<file path="config.mk">
export PLATFORM = sky130hd
export DESIGN_NAME = rx_glitch_filter
export DESIGN_NICKNAME = d
export VERILOG_FILES = /design/src/rtl/rxf_pkg.sv /design/src/rtl/rxf_sync.sv /design/src/rtl/rxf_threshold.sv /design/src/rtl/rxf_integrator.sv /design/src/rtl/rx_glitch_filter.sv
export SDC_FILE = /design/constraint.sdc
export NUM_CORES = 1
export LEC_CHECK = 0
export BUFFER_PORTS_ARGS = -buffer_cell sky130_fd_sc_hd__buf_2
export CAP_MARGIN = 25
export CORE_ASPECT_RATIO = 1.1
export CORE_MARGIN = 2
export CORE_UTILIZATION = 58
export DETAILED_ROUTE_END_ITERATION = 10
export HOLD_SLACK_MARGIN = 0.03
export PLACE_DENSITY = 0.75
export SYNTH_ARGS = -nofsm -noshare
export SYNTH_HDL_FRONTEND = slang
export SYNTH_SLANG_ARGS = --single-unit
</file>
<file path="constraint.sdc">
create_clock -name clk -period 3.69 [get_ports clk]
set_input_delay 1.107 -clock clk [delete_from_list [all_inputs] [get_ports clk]]
set_output_delay 1.107 -clock clk [all_outputs]
set_load 0.01 [all_outputs]
</file>
<file path="src/rtl/rxf_pkg.sv">
package rxf_pkg;
    localparam int CODE_W = 3;
    localparam int LOW_W  = 4;
    localparam int CNT_W  = CODE_W + LOW_W;

    typedef logic [CNT_W-1:0] cnt_t;

    typedef struct packed {
        cnt_t cnt;
        logic level;
    } filt_st_t;
endpackage

</file>
<file path="src/rtl/rxf_sync.sv">
module rxf_sync #(
    parameter int STAGES = 2
) (
    input  logic clk,
    input  logic rst,
    input  logic din,
    output logic dout
);
    logic [STAGES-1:0] sync_d, sync_q;

    generate
        if (STAGES == 1) begin : g_one
            always_comb sync_d = din;
        end else begin : g_many
            always_comb sync_d = {sync_q[STAGES-2:0], din};
        end
    endgenerate

    always_ff @(posedge clk) begin
        if (rst) sync_q <= '0;
        else     sync_q <= sync_d;
    end

    assign dout = sync_q[STAGES-1];
endmodule

</file>
<file path="src/rtl/rxf_threshold.sv">
module rxf_threshold
    import rxf_pkg::*;
#(
    parameter int CW = CODE_W,
    parameter int LW = LOW_W,
    localparam int TW = CW + LW
) (
    input  logic [CW-1:0] code,
    output logic [TW-1:0] top
);
    // low bits forced to ones, code supplies the upper bits
    always_comb top = {code, {LW{1'b1}}};
endmodule

</file>
<file path="src/rtl/rxf_integrator.sv">
module rxf_integrator
    import rxf_pkg::*;
(
    input  logic clk,
    input  logic rst,
    input  logic sample,
    input  cnt_t top,
    output cnt_t count,
    output logic level
);
    filt_st_t st_d, st_q;

    always_comb begin
        st_d = st_q;
        if (st_q.cnt > top) begin
            st_d.cnt   = top;
            st_d.level = 1'b1;
        end else begin
            if (sample && st_q.cnt != top)
                st_d.cnt = st_q.cnt + 1'b1;
            else if (!sample && st_q.cnt != '0)
                st_d.cnt = st_q.cnt - 1'b1;
            if (st_d.cnt == top)
                st_d.level = 1'b1;
            else if (st_d.cnt == '0)
                st_d.level = 1'b0;
        end
    end

    always_ff @(posedge clk) begin
        if (rst) st_q <= '0;
        else     st_q <= st_d;
    end

    assign count = st_q.cnt;
    assign level = st_q.level;

    p_no_overflow_r3: assert property (@(posedge clk) disable iff (rst)
        (st_q.cnt == top && sample) |=> st_q.cnt == $past(st_q.cnt));
    p_no_underflow_r3: assert property (@(posedge clk) disable iff (rst)
        (st_q.cnt == '0 && !sample) |=> st_q.cnt == '0);
    p_set_at_top_r5: assert property (@(posedge clk) disable iff (rst)
        (sample && st_q.cnt < top && st_q.cnt == top - 1'b1) |=> st_q.level);
    p_clear_at_zero_r6: assert property (@(posedge clk) disable iff (rst)
        (!sample && st_q.cnt == 7'd1 && st_q.cnt <= top) |=> !st_q.level);
    p_rise_at_end_r7: assert property (@(posedge clk) disable iff (rst)
        $rose(st_q.level) |-> st_q.cnt == $past(top));
    p_fall_at_end_r7: assert property (@(posedge clk) disable iff (rst)
        $fell(st_q.level) |-> st_q.cnt == '0);
    p_clamp_r8: assert property (@(posedge clk) disable iff (rst)
        (st_q.cnt > top) |=> (st_q.cnt == $past(top) && st_q.level));
endmodule

</file>
<file path="src/rtl/rx_glitch_filter.sv">
module rx_glitch_filter
    import rxf_pkg::*;
#(
    parameter int SYNC_STAGES = 2
) (
    input  logic              clk,
    input  logic              rst,
    input  logic              rx_raw,
    input  logic [CODE_W-1:0] pre_code,
    output logic              rx_filt
);
    logic rx_sync;
    cnt_t top;
    cnt_t count;

    rxf_sync #(.STAGES(SYNC_STAGES)) u_sync (
        .clk  (clk),
        .rst  (rst),
        .din  (rx_raw),
        .dout (rx_sync)
    );

    rxf_threshold u_thr (
        .code (pre_code),
        .top  (top)
    );

    rxf_integrator u_int (
        .clk    (clk),
        .rst    (rst),
        .sample (rx_sync),
        .top    (top),
        .count  (count),
        .level  (rx_filt)
    );

    // an upward step of the counter needs a high line three samples back
    p_sync_latency_r2: assert property (@(posedge clk) disable iff (rst)
        (count > $past(count) && $past(count) <= $past(top, 2)) |-> $past(rx_raw, 3));
    p_reset_out_r1: assert property (@(posedge clk)
        $past(rst) |-> (!rx_filt && count == '0));
endmodule

</file>
; After elaboration in Yosys (flattened, before gate mapping)
; Index checks and enable logic that the tools add are counted.
[op_classes]
n_bitwise = 0
add_sub_neg = 2
div = 0
n_mux = 6
order_cmp = 1
multipliers = 0
n_reduce_logical = 6
eq_ne = 2
shift = 0
[ops]
columns = op, count
row1 = 7-bit 2-to-1 mux, 3
row2 = 8-bit 2-to-1 mux, 1
row3 = "7-bit by 1-bit adder with 7-bit output, second input constant", 1
row4 = 7-bit equality test, 1
row5 = 7-bit greater-than comparator, 1
row6 = 7-bit zero test, 1
row7 = 7-bit != test, 1
row8 = 7-bit nonzero test, 1
row9 = "7-bit by 1-bit subtractor with 7-bit output, second input constant", 1
row10 = 3-bit nonzero test, 1
row11 = 1-bit logical AND, 2
row12 = 1-bit 2-to-1 mux, 2
row13 = 1-bit zero test, 1
[totals]
ram_bits = 0
regBits = 10
latchBits = 0
romBits = 0
n_memories = 0

; Logic depth before layout (Yosys ltp)
; Gate-level depths: netlist of run 1.
[logic_depth]
depth_word = 9
mapped_depth = 9
ltp_nobuf = 8

; By module
; A second synthesis of run 1 with hierarchy kept.
[hier_totals]
hier_cells = 121
hier_area_um2 = 1013.5
[modules_own_cells]
columns = mod, area_each_um2, seq_area_each_um2, n_inst, cells_per_inst
row1 = rxf_integrator, 904.6, 160.2, 1, 109
row2 = rxf_threshold, 56.3, 0.0, 1, 8
row3 = rxf_sync, 52.6, 40.0, 1, 4

; Least setup slack after synthesis of run 1
; No wires, ideal clock.
[synth_timing]
path_type = in2reg
start = input port pre_code[2]
end = register u_int.st_q, in the netlist u_int.level
required_time_ns = 3.620
setup_slack_ns = 0.471
cell_stages = 8
n_path_buf = 0
t_arrival_ns = 3.149
setup_time_ns = 0.070
path_cell_list = inv_1 -> ha_1 -> and3_1 -> o311a_4 -> or4_4 -> a2111oi_4 -> a41oi_1 -> a21oi_1
[synth_between]
elab_chain_len = 7
elab_cells_between_ends = 10
[synth_lines]
columns = item, line
row1 = "start, declared", rx_glitch_filter.sv:9  ; input logic [CODE_W-1:0] pre_code,
row2 = 7-bit != test, rxf_integrator.sv:19  ; if (sample && st_q.cnt != top)
row3 = 1-bit logical AND, rxf_integrator.sv:19
row4 = 7-bit 2-to-1 mux, rxf_integrator.sv:19
row5 = 7-bit 2-to-1 mux, rxf_integrator.sv:15  ; if (st_q.cnt > top) begin
row6 = 7-bit equality test, rxf_integrator.sv:23  ; if (st_d.cnt == top)
row7 = 1-bit 2-to-1 mux, rxf_integrator.sv:23
row8 = 8-bit 2-to-1 mux, rxf_integrator.sv:15
row9 = "end signal, assigned", rxf_integrator.sv:32  ; else st_q <= st_d;
row10 = "end, declared", rxf_integrator.sv:11  ; filt_st_t st_d, st_q;
; Parallel ways exist; a longest one is shown, timed or not. The select of a mux whose other input is x is not followed.
; A chain may end at the register's enable or synchronous reset.

; Final worst setup path of run 1
; Same ends and word-level chain as after synthesis.

==> results.cfg, run 1 <==
[synth]
syn_area_per_cell_um2 = 8.021
synth_area_um2 = 938.4
yosys_register_bits = 10
yosys_warnings = 0
synth.distinct_cells = 45
netlist_instances = 117
syn_nets = 129
ys_seq_area_share_pct = 21.33

[place]
place_hpwl_mm = 1.683
placed_cells = 137
place_area_um2 = 974.7
place.port_buffers = 6
gp_congestion = 0.8239

[global_routing]
grt_usage_pct = 23.67
use_met2_pct = 40.92
grt_pass1_vias = 788
grt_use_met1_pct = 29.18
overflow = 0
top_usage_layer = met2
antenna_found_initial = 0
grt_pass1_wl_mm = 3.408
grtUsageMet3_pct = 3.529
grt_max_degree = 13

[finish]
fin_area_um2 = 997.2
diodes = 0
utilization_pct = 64.80
fillerInstances = 148
instances_no_fill = 140
nNetsFinal = 137
drive_above_1_share_pct = 13.82
syn_to_final_growth_pct = 6.267

[cts]
cts_tree = built
clock_latency_ns = 0.27
htree_levels = 1
cts_buffer_depth = 2
path_clk_slew_ns = 0.07
cts-resized-gates = 0
cts-root-buf = clkbuf_4
post_cts.repair.setup_buffers = 0
cts_buffers = 3
clock-sinks = 10
ctsHoldBuffers = 0

[critical_path]
end_kind = flip-flop
r2r_slack_ns = 1.03
reg2reg_depth = 7
critPathMaxFanout = 5
critPathTopFamily = compound AO/OA/AOI/OAI gates
cp_cell_sequence = buf_2 -> inv_1 -> ha_1 -> and3_1 -> o311a_4 -> or4_4 -> a2111oi_4 -> a41oi_1 -> a21oi_1
required_ns = 3.89
worstSetupPathType = input pin to flip-flop
worstPathArrival_ns = 3.38
critPathSlowestCell = or4_4
worst_setup_path_start_kind = input pin
r2r_start = u_int.count[5]
timing.rr.end = u_int.level
path_buf_inv = 2
max_stage_delay_ns = 0.53

[timing]
fin_setup_tns_ns = 0
final.min_clock_period_ns = 3.178
finalCritPeriodShare_pct = 86.12
setup_viol = 0
holdWs_ns = 0.4541
maxSlewHeadroom_pct = 67.28
maxSlewViolCount = 0
hold_viol_final = 0
fmax_mhz = 314.7
worst_pin_slew_ns = 0.4864
clock_skew_ns = 0.01099
rsz0062_at_grt = no

[detailed_routing]
routed_wl_mm = 2.095
drtIter0Drc = 31
routed_via_density = 6.536
wl_per_cell_um = 14.96
via_count = 915
route.detailed.drc = 0
drtAntennaViolNets = 0
dr.pass1.iters = 4

[min_path]
hp-start = u_sync.sync_q[0]
hold_path.class = flip-flop to flip-flop
min_to = u_sync.sync_q[1]
hold_depth = 1

[floorplan]
fp.coreArea_um2 = 1539
placementRows = 15
die-height_um = 46.19
top_level_ports = 7
initial_core_util_pct = 60.98
die_w_um = 42.35
dieArea_um2 = 1956

[outcome]
outcome = complete, no violations

[pwr]
p_leak_nw = 0.4106
power_density_nw_per_um2 = 801.6
irDropWorstVdd_uv = 483.7

[flow_run]
maxCapViolCount = 0
-- Yosys cell counts --
library cell | instances | area, µm²
dfxtp_1 | 10 | 200.2
inv_1 | 10 | 37.54
a21oi_1 | 9 | 45.04
nor2_1 | 7 | 26.28
nor3_1 | 7 | 35.03
ha_1 | 6 | 75.07
nand3_1 | 6 | 30.03
o21ai_0 | 6 | 30.03
and3_1 | 4 | 25.02
nor2b_1 | 4 | 25.02
a21o_1 | 3 | 22.52
nand2_1 | 3 | 11.26
a211oi_1 | 2 | 15.01
buf_4 | 2 | 15.01
clkbuf_1 | 2 | 7.510
nand4_1 | 2 | 12.51
o211ai_1 | 2 | 15.01
o21a_1 | 2 | 15.01
o22ai_1 | 2 | 12.51
or3_1 | 2 | 12.51
xnor2_1 | 2 | 17.52
a2111oi_4 | 1 | 27.53
a21boi_0 | 1 | 7.510
a41oi_1 | 1 | 8.760
and2_1 | 1 | 6.260
mux2i_1 | 1 | 10.01
nor3b_1 | 1 | 7.510
nor4_1 | 1 | 6.260
nor4b_1 | 1 | 8.760
o211a_1 | 1 | 10.01
o21bai_1 | 1 | 7.510
o221ai_1 | 1 | 8.760
o311a_4 | 1 | 21.27
o31a_1 | 1 | 8.760
o31ai_1 | 1 | 7.510
o41a_1 | 1 | 11.26
o41ai_1 | 1 | 8.760
or2_2 | 1 | 6.260
or3_2 | 1 | 7.510
or3b_2 | 1 | 8.760
or4_1 | 1 | 7.510
or4_4 | 1 | 11.26
or4b_4 | 1 | 13.76
xnor3_1 | 1 | 22.52
xor2_1 | 1 | 8.760
-- final cells by class --
cell class / instances / area, µm² / share of cell area, %
clock buffer: 3 / 22.52 / 2.258
inverter: 10 / 37.54 / 3.764
multi-input combinational: 93 / 678.2 / 68.01
sequential: 10 / 200.2 / 20.08
tap: 17 / 21.27 / 2.133
timing repair buffer: 7 / 37.54 / 3.764
-- worst max-delay path by stage --
stage / endpoint / startpoint / slack [ns] / cells after the start
final: u_int.level / pre_code[2] / 0.51 / 9
after global routing: u_int.level / pre_code[2] / 0.36 / 9
after CTS: u_int.level / pre_code[2] / 0.50 / 9
after detailed placement: u_int.level / pre_code[2] / 0.25 / 9
after global placement: u_int.level / pre_code[2] / 0.31 / 9
after floorplan: u_int.level / pre_code[2] / 0.47 / 8
-- per-layer routing --
layer	vias to the layer above	wire length, µm
li1	453	-
met1	429	942
met2	26	1024
met3	7	89
met4	0	39
met5	-	0
-- per-stage QoR --
stage	setup WS [ns]	power [mW]
floorplan	0.4711	0.6165
global placement	0.3090	0.7062
detailed placement	0.2483	0.7212
CTS	0.5033	0.7965
global route	0.3573	0.8738
finish	0.5121	0.7994
-- sequential cells by signal, indices dropped and copies added (netlist names) --
register and flops:
u_sync.sync_q 2, u_int.level 1, u_int.count 7
-- kinds of logic (layout without fill, tap and decap cells) --
group	count (synthesis)	in the layout	synth area share [%]
AND/OR/NAND/NOR	45	45	27.87
AO/OA/AOI/OAI	37	37	30.13
buffers and inverters	14	20	6.400
flip-flops	10	10	21.33
adder cells (fa/ha/maj)	6	6	8.000
XOR/XNOR	4	4	5.200
multiplexers	1	1	1.067
-- report_power, final --
group          switching (mW)  internal, mW  total (mW)
Clock                  0.0356        0.0376      0.0732
Combinational           0.283         0.242       0.525
Sequential             0.0589         0.143       0.202
-- placed cells by master (no fill, tap or decap), types with 2 or more instances in the layout --
master    instances
buf_2             6
o21a_1            2
o211ai_1          2
nand4_1           2
o22ai_1           2
ha_1              6
dfxtp_1          10
xnor2_1           2
clkbuf_4          3
a211oi_1          2
nor2_1            7
nor3_1            7
o21ai_0           6
and3_1            4
or3_1             2
nand3_1           6
nand2_1           3
a21oi_1           9
inv_1            10
a21o_1            3
nor2b_1           4
Note: power is estimated with default switching activity, not from simulation.
==> inputs of run 2 (changes only) <==
Settings changed: BUFFER_PORTS_ARGS -buffer_cell sky130_fd_sc_hd__buf_2 to unset, CORE_UTILIZATION 58 to 61, DONT_BUFFER_PORTS set to 1, MAX_ROUTING_LAYER set to met4.
==> run 2 against run 1 <==
Net effect:
- clock skew fell by 0.0046 ns
- sequential share of layout area up 0.36 points
- design area fell by 1.8%
- via count fell by 3.5%
==> results.cfg, run 2 (synthesis gave the netlist of run 1 again) <==
[timing]
setup_viol = 0
worst_pin_slew_ns = 0.5064
rsz0062_at_grt = no
fin_setup_tns_ns = 0
final.min_clock_period_ns = 3.021
fin_ws_ns = 0.6688
maxSlewViolCount = 0
hold_viol_final = 0
holdWs_ns = 0.4460
maxSlewHeadroom_pct = 65.93
clock_skew_ns = 0.006371
finalCritPeriodShare_pct = 81.88
fmax_mhz = 331.0

[min_path]
hold_depth = 1
hold_path.class = flip-flop to flip-flop

[pwr]
switching_share_pct = 46.72
switching_power_mw = 0.3880
p_leak_nw = 0.3926
pwr-share-seq_pct = 24.4
power_density_nw_per_um2 = 847.6
combPwrFrac_pct = 63.4
p_total_mw = 0.8304
irDropWorstVdd_uv = 523.2
pwr-share-clk_pct = 12.2
p_int_mw = 0.4425

[floorplan]
die_w_um = 41.40
fp.coreArea_um2 = 1401
placementRows = 14
die-height_um = 45.14
initial_core_util_pct = 66.96
dieArea_um2 = 1868
top_level_ports = 7

[finish]
final_cell_mix = 10 x inv_1, 10 x dfxtp_1, 9 x a21oi_1, 7 x nor3_1, 7 x nor2_1
diodes = 0
fin_area_um2 = 979.7
largest_reg_flops = 7
drive_above_1_share_pct = 10.17
instances_no_fill = 134
syn_to_final_growth_pct = 4.400
utilization_pct = 69.91
nNetsFinal = 131

[place]
place.port_buffers = 0
gp_congestion = 0.8635
place_ws_ns = 0.3773
place_hpwl_mm = 1.634
place_area_um2 = 943.4
placed_cells = 130

[cts]
path_clk_slew_ns = 0.07
cts_tree = built
clock_latency_ns = 0.27
post_cts.repair.setup_buffers = 0
ctsHoldBuffers = 0
htree_levels = 1
cts_buffer_depth = 2
cts-root-buf = clkbuf_4
clock-sinks = 10
cts-resized-gates = 0
cts_buffers = 3

[global_routing]
grt_pass1_wl_mm = 3.291
grt_usage_pct = 27.32
overflow = 0
antenna_found_initial = 0
grt_pass1_vias = 784
grt_max_degree = 13

[detailed_routing]
drtIter0Drc = 42
routed_wl_mm = 2.115
wl_per_cell_um = 15.78
dr.pass1.iters = 4
drtAntennaViolNets = 0
routed_via_density = 6.590
via_count = 883
route.detailed.drc = 0

[flow_run]
maxCapViolCount = 0

[outcome]
outcome = complete, no violations

[critical_path]
end_kind = flip-flop
worst_setup_path_start_kind = input pin
reg2reg_depth = 7
worstSetupPathType = input pin to flip-flop
worstPathArrival_ns = 3.23
critPathMaxFanout = 5
required_ns = 3.90
-- run 2: cell types whose count changed in the layout (fill, tap and decap cells not counted), sizes merged --
cell    change
clkbuf      +1
buf         -6
-- run 2: area by class of cell --
class / count / area (µm²)
Tap cell: 16 / 20.02
Inverter: 10 / 37.54
Fill cell: 123 / 421.7
Sequential cell: 10 / 200.2
Multi-Input combinational cell: 93 / 678.2
Timing Repair Buffer: 1 / 7.507
Clock buffer: 4 / 36.28
-- run 2: layer usage --
metal  wire length, µm  up-vias  GRT usage, %
li1                  -      445             -
met1              1002      405         34.46
met2               974       26         43.13
met3                98        7         2.956
met4                40        0         11.61
met5                 0        -             -
-- run 2: critical path, stage by stage --
cell,delay [ns]
inv_1,0.05
ha_1,0.32
and3_1,0.24
o311a_4,0.40
or4_4,0.53
a2111oi_4,0.34
a41oi_1,0.14
a21oi_1,0.12
-- run 2: final timing paths --
| check | startpoint | end | slack [ns] |
|---|---|---|---|
| hold / removal | u_sync.sync_q[0] | u_sync.sync_q[1] | 0.45 |
| setup reg to reg | u_int.count[5] | u_int.level | 1.04 |
| hold reg to reg | u_sync.sync_q[0] | u_sync.sync_q[1] | 0.45 |
| setup / recovery | pre_code[2] | u_int.level | 0.67 |
-- run 2: power groups by stage --
stage / combinational (mW) / clock (mW) / sequential, mW
2_1_floorplan: 0.439 / 0 / 0.177
3_3_place_gp: 0.508 / 0 / 0.200
3_5_place_dp: 0.517 / 0 / 0.203
4_1_cts: 0.522 / 0.102 / 0.201
5_1_grt: 0.579 / 0.108 / 0.209
6_report: 0.526 / 0.101 / 0.203
